$ cat src/rtl/rrn_pkg.sv
package rrn_pkg;
  parameter int unsigned ARCH_REGS = 32;
  localparam int unsigned ARCH_W   = $clog2(ARCH_REGS);
  localparam int unsigned SLOTS    = 2;
endpackage

$ cat src/rtl/rrn_free_list.sv
module rrn_free_list #(
  parameter int NP = 64,
  parameter int NA = 32,
  parameter int NS = 4,
  localparam int PW = $clog2(NP),
  localparam int SW = $clog2(NS)
) (
  input  logic                clk,
  input  logic                rst_n,
  input  logic [1:0]          pop_n,
  output logic [PW-1:0]       pk0,
  output logic [PW-1:0]       pk1,
  output logic [PW:0]         avail,
  input  logic [1:0]          push_vld,
  input  logic [1:0][PW-1:0]  push_reg,
  input  logic                ckpt_wr,
  input  logic [SW-1:0]       ckpt_idx,
  input  logic                rest_en,
  input  logic [SW-1:0]       rest_idx
);
  logic [PW-1:0] mem_q [NP];
  logic [PW:0]   head_q, tail_q, head_nx, tail_p1;
  logic [PW:0]   snap_head_q [NS];
  logic [PW-1:0] head_p1;

  assign head_nx = head_q + (PW+1)'(pop_n);
  assign tail_p1 = tail_q + (PW+1)'(push_vld[0]);
  assign head_p1 = head_q[PW-1:0] + PW'(1);
  assign pk0     = mem_q[head_q[PW-1:0]];
  assign pk1     = mem_q[head_p1];
  assign avail   = tail_q - head_q;

  always_ff @(posedge clk) begin
    if (!rst_n) begin
      for (int i = 0; i < NP; i++) mem_q[i] <= (i < NP - NA) ? PW'(NA + i) : '0;
      head_q <= '0;
      tail_q <= (PW+1)'(NP - NA);
    end else begin
      head_q <= rest_en ? snap_head_q[rest_idx] : head_nx;
      if (push_vld[0]) mem_q[tail_q[PW-1:0]] <= push_reg[0];
      if (push_vld[1]) mem_q[tail_p1[PW-1:0]] <= push_reg[1];
      tail_q <= tail_p1 + (PW+1)'(push_vld[1]);
    end
  end

  for (genvar g = 0; g < NS; g++) begin : g_snap
    always_ff @(posedge clk) begin
      if (!rst_n) snap_head_q[g] <= '0;
      else if (ckpt_wr && ckpt_idx == SW'(g)) snap_head_q[g] <= head_nx;
    end
  end
endmodule

$ cat src/rtl/rrn_map_table.sv
module rrn_map_table #(
  parameter int NA = 32,
  parameter int NP = 64,
  parameter int NS = 4,
  localparam int PW = $clog2(NP),
  localparam int AW = $clog2(NA),
  localparam int SW = $clog2(NS)
) (
  input  logic                   clk,
  input  logic                   rst_n,
  output logic [NA-1:0][PW-1:0]  map_q,
  input  logic [1:0]             wr_en,
  input  logic [1:0][AW-1:0]     wr_arch,
  input  logic [1:0][PW-1:0]     wr_preg,
  input  logic                   ckpt_wr,
  input  logic [SW-1:0]          ckpt_idx,
  input  logic                   rest_en,
  input  logic [SW-1:0]          rest_idx
);
  logic [NA-1:0][PW-1:0] tbl_q, tbl_nx;
  logic [NA-1:0][PW-1:0] snap_q [NS];

  assign map_q = tbl_q;

  always_comb begin
    tbl_nx = tbl_q;
    for (int s = 0; s < 2; s++)
      if (wr_en[s]) tbl_nx[wr_arch[s]] = wr_preg[s];
  end

  always_ff @(posedge clk) begin
    if (!rst_n) begin
      for (int i = 0; i < NA; i++) tbl_q[i] <= PW'(i);
    end else begin
      tbl_q <= rest_en ? snap_q[rest_idx] : tbl_nx;
    end
  end

  for (genvar g = 0; g < NS; g++) begin : g_snap
    always_ff @(posedge clk) begin
      if (!rst_n) begin
        for (int i = 0; i < NA; i++) snap_q[g][i] <= PW'(i);
      end else if (ckpt_wr && ckpt_idx == SW'(g)) begin
        snap_q[g] <= tbl_nx;
      end
    end
  end
endmodule

$ cat src/rtl/rrn_ckpt_ctrl.sv
module rrn_ckpt_ctrl #(
  parameter int NS = 4,
  localparam int SW = $clog2(NS)
) (
  input  logic          clk,
  input  logic          rst_n,
  input  logic          take,
  input  logic          release_i,
  input  logic          rest_en,
  input  logic [SW-1:0] rest_idx,
  output logic [SW-1:0] new_id,
  output logic          full
);
  logic [SW-1:0] alloc_q, old_q;
  logic [SW:0]   cnt_q;
  logic          rel_ok;

  assign rel_ok = release_i && cnt_q != '0;
  assign new_id = alloc_q;
  assign full   = cnt_q == (SW+1)'(NS);

  always_ff @(posedge clk) begin
    if (!rst_n) begin
      alloc_q <= '0;
      old_q   <= '0;
      cnt_q   <= '0;
    end else if (rest_en) begin
      alloc_q <= rest_idx;
      cnt_q   <= {1'b0, SW'(rest_idx - old_q)};
    end else begin
      alloc_q <= alloc_q + SW'(take);
      old_q   <= old_q + SW'(rel_ok);
      cnt_q   <= cnt_q + (SW+1)'(take) - (SW+1)'(rel_ok);
    end
  end
endmodule

$ cat src/rtl/reg_rename_unit.sv
module reg_rename_unit
  import rrn_pkg::*;
#(
  parameter int NUM_PHYS = 64,
  parameter int NUM_CKPT = 4
) (
  input  logic                                  clk,
  input  logic                                  rst_n,
  input  logic                                  rn_valid,
  output logic                                  rn_ready,
  input  logic [1:0]                            rn_slot_vld,
  input  logic [1:0]                            rn_dst_we,
  input  logic [1:0][4:0]                       rn_dst_arch,
  input  logic [1:0][4:0]                       rn_src_a,
  input  logic [1:0][4:0]                       rn_src_b,
  input  logic                                  rn_ckpt_req,
  output logic                                  out_valid,
  input  logic                                  out_ready,
  output logic [1:0][$clog2(NUM_PHYS)-1:0]      out_psrc_a,
  output logic [1:0][$clog2(NUM_PHYS)-1:0]      out_psrc_b,
  output logic [1:0][$clog2(NUM_PHYS)-1:0]      out_pdst_new,
  output logic [1:0][$clog2(NUM_PHYS)-1:0]      out_pdst_old,
  output logic [$clog2(NUM_CKPT)-1:0]           out_ckpt_id,
  output logic                                  fl_stall,
  output logic                                  br_stall,
  input  logic [1:0]                            cm_vld,
  input  logic [1:0][$clog2(NUM_PHYS)-1:0]      cm_preg,
  input  logic                                  br_free,
  input  logic                                  br_restore,
  input  logic [$clog2(NUM_CKPT)-1:0]           br_restore_id
);
  localparam int PW = $clog2(NUM_PHYS);
  localparam int SW = $clog2(NUM_CKPT);

  logic [ARCH_REGS-1:0][PW-1:0] map_q;
  logic [PW-1:0] pk0, pk1;
  logic [PW:0]   fl_avail;
  logic [1:0]    wr, need, pop_n, map_wr;
  logic          can_alloc, ck_full, ck_block, fire, ck_take;
  logic [SW-1:0] ck_id;

  for (genvar s = 0; s < SLOTS; s++) begin : g_wr
    assign wr[s] = rn_slot_vld[s] & rn_dst_we[s] & (rn_dst_arch[s] != '0);
  end

  assign need      = {1'b0, wr[0]} + {1'b0, wr[1]};
  assign can_alloc = fl_avail >= (PW+1)'(need);
  assign ck_block  = rn_ckpt_req & ck_full;
  assign out_valid = rn_valid & can_alloc & ~ck_block & ~br_restore;
  assign rn_ready  = out_ready & can_alloc & ~ck_block & ~br_restore;
  assign fire      = rn_valid & rn_ready;
  assign fl_stall  = rn_valid & ~can_alloc;
  assign br_stall  = rn_valid & ck_block;
  assign pop_n     = fire ? need : 2'b00;
  assign map_wr    = fire ? wr : 2'b00;
  assign ck_take   = fire & rn_ckpt_req;
  assign out_ckpt_id = ck_id;

  always_comb begin
    out_pdst_new[0] = wr[0] ? pk0 : '0;
    out_pdst_new[1] = wr[1] ? (wr[0] ? pk1 : pk0) : '0;
    out_pdst_old[0] = wr[0] ? map_q[rn_dst_arch[0]] : '0;
    out_pdst_old[1] = '0;
    if (wr[1])
      out_pdst_old[1] = (wr[0] && rn_dst_arch[1] == rn_dst_arch[0]) ?
                        out_pdst_new[0] : map_q[rn_dst_arch[1]];
    out_psrc_a[0] = map_q[rn_src_a[0]];
    out_psrc_b[0] = map_q[rn_src_b[0]];
    out_psrc_a[1] = (wr[0] && rn_src_a[1] == rn_dst_arch[0]) ?
                    out_pdst_new[0] : map_q[rn_src_a[1]];
    out_psrc_b[1] = (wr[0] && rn_src_b[1] == rn_dst_arch[0]) ?
                    out_pdst_new[0] : map_q[rn_src_b[1]];
  end

  rrn_map_table #(.NA(ARCH_REGS), .NP(NUM_PHYS), .NS(NUM_CKPT)) u_map (
    .clk(clk), .rst_n(rst_n), .map_q(map_q),
    .wr_en(map_wr), .wr_arch(rn_dst_arch), .wr_preg(out_pdst_new),
    .ckpt_wr(ck_take), .ckpt_idx(ck_id),
    .rest_en(br_restore), .rest_idx(br_restore_id)
  );

  rrn_free_list #(.NP(NUM_PHYS), .NA(ARCH_REGS), .NS(NUM_CKPT)) u_fl (
    .clk(clk), .rst_n(rst_n), .pop_n(pop_n), .pk0(pk0), .pk1(pk1),
    .avail(fl_avail), .push_vld(cm_vld), .push_reg(cm_preg),
    .ckpt_wr(ck_take), .ckpt_idx(ck_id),
    .rest_en(br_restore), .rest_idx(br_restore_id)
  );

  rrn_ckpt_ctrl #(.NS(NUM_CKPT)) u_ck (
    .clk(clk), .rst_n(rst_n), .take(ck_take), .release_i(br_free),
    .rest_en(br_restore), .rest_idx(br_restore_id),
    .new_id(ck_id), .full(ck_full)
  );
endmodule

$ cat config.mk
export PLATFORM = sky130hd
export DESIGN_NAME = reg_rename_unit
export DESIGN_NICKNAME = d
export VERILOG_FILES = /design/src/rtl/rrn_pkg.sv /design/src/rtl/rrn_free_list.sv /design/src/rtl/rrn_map_table.sv /design/src/rtl/rrn_ckpt_ctrl.sv /design/src/rtl/reg_rename_unit.sv
export SDC_FILE = /design/constraint.sdc
export NUM_CORES = 2
export LEC_CHECK = 0
export CORE_MARGIN = 1
export CORE_UTILIZATION = 38
export DETAILED_ROUTE_END_ITERATION = 6
export MAX_ROUTING_LAYER = met4
export PLACE_DENSITY = 0.56
export SLEW_MARGIN = 20
export SYNTH_ARGS = -nofsm -noshare
export SYNTH_HDL_FRONTEND = slang
export SYNTH_SLANG_ARGS = --single-unit
$ cat constraint.sdc
create_clock -name clk -period 21.9 [get_ports clk]
set_input_delay 2.19 -clock clk [delete_from_list [all_inputs] [get_ports clk]]
set_output_delay 2.19 -clock clk [all_outputs]
set_load 0.01 [all_outputs]
Yosys cells after proc, flatten, opt, wreduce, memory -nomap -nowiden
Memory sizes are Yosys's and may differ from the RTL's. A register that Yosys moved wholly into a read port is not among the register bits.
Cells that the tools add are included.
{"block": "classes", "reduce_logical": 17, "mux": 68, "bitwise": 27, "eq_ne": 7, "add_sub_neg": 11, "n_lt_le_gt_ge": 9}
{"cell": "2-to-1 mux 192 bit", "count": 7}
{"cell": "bitwise mux 192 bit", "count": 2}
{"cell": "binary-select mux 6 bit (select 5 bit)", "count": 6}
{"cell": "2-to-1 mux 6 bit", "count": 21}
{"cell": "demux 6 bit (select 5 bit)", "count": 2}
{"cell": "< comparator 5 x 6 -> 1 bit (second input constant)", "count": 6}
{"cell": "2-to-1 mux 7 bit", "count": 5}
{"cell": "2-to-1 mux 1 bit", "count": 21}
{"cell": "bitwise AND 1 bit", "count": 15}
{"cell": "equality test 5 bit", "count": 3}
{"cell": "adder 7 x 1 -> 7 bit", "count": 2}
{"cell": "OR reduction 6 bit", "count": 2}
{"cell": ">= comparator 5 x 1 -> 1 bit (second input constant)", "count": 2}
{"cell": "logical AND 1 bit", "count": 10}
{"cell": "nonzero test 5 bit", "count": 2}
{"cell": "2-to-1 mux 2 bit", "count": 4}
{"cell": "OR 1 bit", "count": 8}
{"cell": "adder 7 x 2 -> 7 bit", "count": 1}
{"cell": ">= comparator 7 x 2 -> 1 bit", "count": 1}
{"cell": "subtractor 7 bit", "count": 1}
{"cell": "adder 6 x 1 -> 6 bit (second input constant)", "count": 1}
{"cell": "adder 2 x 1 -> 2 bit", "count": 2}
{"cell": "equality test 2 bit (second input constant)", "count": 2}
{"cell": "NOT 1 bit", "count": 4}
{"cell": "other kinds (9)", "count": 9}
{"block": "word_totals", "output_inout_bits": 54, "n_memories": 3, "in_bits": 57, "ram_bits": 1180, "regBits": 213}
{"name": "u_map.snap_q", "words": 4, "word_bits": 192, "read_ports": 1, "rd_clocked_by_memory_dff": 0, "write_ports": 4, "line": "rrn_map_table.sv:21", "rtl": "logic [NA-1:0][PW-1:0] snap_q [NS];"}
{"name": "u_fl.mem_q", "words": 64, "word_bits": 6, "read_ports": 2, "rd_clocked_by_memory_dff": 1, "write_ports": 64, "line": "rrn_free_list.sv:21", "rtl": "logic [PW-1:0] mem_q [NP];"}
{"name": "u_fl.snap_head_q", "words": 4, "word_bits": 7, "read_ports": 1, "rd_clocked_by_memory_dff": 0, "write_ports": 4, "line": "rrn_free_list.sv:23", "rtl": "logic [PW:0] snap_head_q [NS];"}

Longest topological paths before layout
{"block": "logic_depth", "ltp_word": 14, "depth_mapped": 22, "ltp_nobuf": 17}

Hierarchy
A second synthesis with hierarchy kept.
{"block": "unflattened", "cells_unflattened": 6933, "hier_area_um2": 80473.4}
{"mod": "rrn_map_table", "cells_each": 3589, "n_inst": 1, "area_each_um2": 43460.4, "seq_area_each_um2": 26905.8}
{"mod": "rrn_free_list", "cells_each": 2544, "n_inst": 1, "area_each_um2": 26857.0, "seq_area_each_um2": 12652.1}
{"mod": "reg_rename_unit", "cells_each": 755, "n_inst": 1, "area_each_um2": 9733.1, "seq_area_each_um2": 0.0}
{"mod": "rrn_ckpt_ctrl", "cells_each": 45, "n_inst": 1, "area_each_um2": 422.9, "seq_area_each_um2": 140.1}

Worst setup path after synthesis
OpenSTA, ideal clock, no wires.
{"block": "synth_path", "path_kind": "input to register", "startpoint": "in rn_dst_arch[2] (netlist bit)", "endpoint": "mem u_fl.snap_head_q[0][0] (netlist bit) (enable)", "path_stages": 15, "arrival_ns": 19.485, "path_buffers": 5, "setup_ns": 1.049, "setup_slack_ns": 1.367, "path_cell_list": "clkbuf_1 > or3_1 > buf_2 > o311ai_2 > inv_1 > buf_2 > buf_1 > ha_1 > ha_1 > o21ai_0 > nand4_1 > or4_1 > buf_2 > o2111ai_2 > o31ai_1"}
{"element": "start, declared", "line": "reg_rename_unit.sv:13", "rtl": "input logic [1:0][4:0] rn_dst_arch,"}
{"element": "end, declared", "line": "rrn_free_list.sv:23"}

Final worst setup path
{"block": "layout_path", "startpoint": "in rn_dst_arch[9] (netlist bit)", "endpoint": "out fl_stall"}
{"block": "layout_via", "elab_chain_len": 6}
{"element": "nonzero test 5 bit", "line": "reg_rename_unit.sv:43", "rtl": "assign wr[s] = rn_slot_vld[s] & rn_dst_we[s] & (rn_dst_arch[s] != '0);"}
{"element": "bitwise AND 1 bit", "line": "reg_rename_unit.sv:43"}
{"element": "adder 1 x 1 -> 2 bit", "line": "reg_rename_unit.sv:46", "rtl": "assign need = {1'b0, wr[0]} + {1'b0, wr[1]};"}
{"element": ">= comparator 7 x 2 -> 1 bit", "line": "reg_rename_unit.sv:47", "rtl": "assign can_alloc = fl_avail >= (PW+1)'(need);"}
{"element": "NOT 1 bit", "line": "reg_rename_unit.sv:52", "rtl": "assign fl_stall = rn_valid & ~can_alloc;"}
{"element": "bitwise AND 1 bit", "line": "reg_rename_unit.sv:52"}
{"element": "end, declared", "line": "reg_rename_unit.sv:24", "rtl": "output logic fl_stall,"}
No other way between the ends.

==> flow_metrics.tcl <==
set metrics [dict create \
    cts.path.max_buffers 3 \
    synth_top_area_cell "edfxtp_1" \
    required_ns 19.71 \
    seq_area_frac_synth 0.4813 \
    max_cap_viol_count 0 \
    peakVddDrop_v 0.00009629 \
    tns_ns 0 \
    post_cts_resized 0 \
    remaining_drc_errors 10 \
    via_per_inst 6.636 \
    clock_sinks 1393 \
    finalCritPeriodShare 0.4519 \
    hold_buffers 0 \
    setup_violations 0 \
    antenna_found_initial 8 \
    drive_gt1_frac 0.1934 \
    rsz0062_at_grt "no" \
    clk_pin_slew_ns 0.05 \
    r2r_slack_ns 15.02 \
    hp-class "reg2reg" \
    yosysWarnings 0 \
    final_antenna_net_count 0 \
    cts_buffers 158 \
    syn_nets 7259 \
    slew-limit-headroom 0.1460 \
    synth.cell_area_um2 82480 \
    drv_slew 0 \
    finalHoldViolCount 0 \
    postCtsSetupRepairBufs 0 \
    routed_wl_mm 341.2 \
    clock_latency_ns 0.85 \
    dr.first_iter.drc_count 10260 \
    grt_pass1_vias 62170 \
    status "finished, violations left" \
    r2r_end "u_map.snap_q[1][0]" \
    combPwrFrac 0.153 \
    synth-seq-cells 1393 \
    power.switching_mw 1.981 \
    synth_edf_count 1180 \
    nNetsFinal 7041 \
    routabilityCongestion 1.024 \
    p_int_mw 4.820 \
    htreeDepth 4 \
    dieArea_um2 218900 \
    tightest_slew_ns 1.281 \
    worstRegToRegCells 13 \
    dr.pass1.iters 7 \
    crit_arrival_ns 7.71 \
    fp.coreArea_um2 215000 \
    worst_r2r_startpoint "u_fl.head_q[2]" \
    fp.dieW_um 467.9 \
    whs_ns 0.5450 \
    period_needed_ns 9.896 \
    violations "design-rule violations" \
    worstSetupEndpointType "output pin" \
    seqPwrFrac 0.449 \
    finClkSkew_ns 0.04672 \
    synthCells 7178 \
    yosysTopAreaCellShare 0.4296 \
    critPathKind "in2out" \
    cp-startpoint "rn_dst_arch[9]" \
    vias 66070 \
    std_cell_rows 170 \
    ys_types 105 \
    startpoint_type "input pin" \
    grt_pass1_wl_mm 477.8 \
    portBuffers 110 \
    initial_utilization 0.3836 \
    gr-total-overflow 0 \
    wl_per_cell_um 34.27 \
    grt_use_total 0.3157 \
    dp_hpwl_mm 219.5 \
    grt_max_degree 120 \
    crit_fanout 20 \
    ys_top_cells_by_area "edfxtp_1 43%, mux4_2 19%, dfxtp_1 5.2%" \
    leakage_nw 27.74 \
    ys_async_sr_fraction 0 \
    root_buffer "clkbuf_16" \
    cts_tree "yes" \
    area_delta_synth_final_pct 10.61 \
    critPathCapture "fl_stall" \
    p_clk_frac 0.397 \
    switching_share 0.2913 \
    synth_top_flop_cell "edfxtp_1" \
    fmax_ghz 0.1011 \
    fill_cells 20080 \
    p_per_area_nw_per_um2 74.55 \
    ioPinCount 111 \
    syn_area_per_cell_um2 11.49 \
    die_y_um 467.9 \
]
## cells in the mapped netlist, drive strengths merged, types with 123 or more instances
master and n:
a21oi 279, buf 212, clkbuf 461, dfxtp 213, edfxtp 1180, inv 123, mux2i 177, mux4 721
nand2 1031, nand3 331, nor2 749, nor3 328, o21ai 421
## cell usage in the layout (no fill, tap or decap), drive strengths merged, types with 70 or more instances in the layout
| cell | synthesis | routed |
|---|---|---|
| inv | 123 | 129 |
| nand3 | 331 | 331 |
| a21oi | 279 | 279 |
| clkinv | 1 | 70 |
| clkdlybuf4s50 | 0 | 79 |
| o211ai | 105 | 105 |
| clkbuf | 461 | 204 |
| and2 | 70 | 70 |
| mux4 | 721 | 721 |
| buf | 212 | 215 |
| nand2 | 1031 | 1031 |
| nor2 | 749 | 749 |
| nor3 | 328 | 328 |
| edfxtp | 1180 | 1180 |
| mux2i | 177 | 177 |
| o21ai | 421 | 421 |
| dfxtp | 213 | 213 |
## worst min path at each step
stage | start | endpoint | slack (ns) | cells past startpoint
6_report | u_ck.old_q[1] | u_ck.old_q[1] | 0.55 | 2
3_5_place_dp | u_ck.old_q[1] | u_ck.old_q[1] | 0.54 | 2
2_1_floorplan | u_ck.old_q[0] | u_ck.old_q[0] | 0.50 | 2
4_1_cts | u_ck.old_q[1] | u_ck.old_q[1] | 0.55 | 2
5_1_grt | u_ck.old_q[0] | u_ck.old_q[0] | 0.58 | 2
3_3_place_gp | u_ck.old_q[0] | u_ck.old_q[0] | 0.52 | 2
## area by class of cell
class	count	area, µm²	share of cell area
clock inverters	91	923.4	0.01012
flip-flops and latches	1393	39710	0.4352
inverters	124	471.7	0.005170
clock buffers	203	4267	0.04677
well taps	2838	3551	0.03892
multi-input cells	4988	39760	0.4358
repair buffers	295	2489	0.02728
diodes	24	60.06	0.0006583
## through the flow
stage	total power, mW	std cells	area, µm²	setup slack, ns	util
5_1_grt	6.929	9938	91190	11.94	0.4240
3_5_place_dp	4.110	9638	85960	11.76	0.3997
6_report	6.801	9956	91230	12.00	0.4242
3_3_place_gp	4.101	9638	85940	11.98	0.3996
4_1_cts	6.769	9932	91150	12.24	0.4239
2_1_floorplan	3.712	7178	82480	1.367	-
## power groups by stage
stage / clock, mW / combinational, mW / sequential (mW)
after floorplan: 0 / 0.632 / 3.08
after global placement: 0 / 1.00 / 3.10
after detailed placement: 0 / 1.01 / 3.10
after CTS: 2.71 / 1.01 / 3.05
after global routing: 2.81 / 1.06 / 3.06
final: 2.70 / 1.04 / 3.06
## worst max-delay path, stage by stage
cell,delay (ns)
clkdlybuf4s50_1,0.69
or3_1,0.84
o311ai_4,0.35
buf_4,0.49
inv_1,0.35
ha_1,0.43
ha_1,0.31
o21ai_0,0.25
nand4_1,0.17
nor4_2,0.30
buf_4,0.19
and3_1,0.45
clkdlybuf4s50_1,0.64
## layer usage
| layer | wire length [µm] | vias up | track usage |
|---|---|---|---|
| met5 | 0 | - | - |
| met4 | 21000 | 0 | 0.1680 |
| met1 | 124800 | 33240 | 0.3936 |
| met3 | 44190 | 969 | 0.09480 |
| li1 | - | 27050 | - |
| met2 | 151200 | 4816 | 0.4602 |
## state kept, by name, summed over array words and instances (netlist names)
signal,count
u_ck.cnt_q,3
u_map.snap_q,768
u_fl.snap_head_q,28
u_ck.old_q,2
u_fl.tail_q,7
u_map.map_q,192
u_fl.mem_q,384
u_ck.new_id,2
u_fl.head_q,7
## cell families after synthesis
kind of cell               count (synthesis)  share of synthesized area
DFF                                     1393                     0.4813
AOI/OAI and AO/OA                       1171                    0.09043
muxes                                    960                     0.2284
xor gates and xnor gates                  45                   0.004869
adders and majority gates                 24                   0.003914
and+or+nand+nor                         2788                     0.1497
buffers and inverters                    797                    0.04141
(Power assumes the default switching activity.)
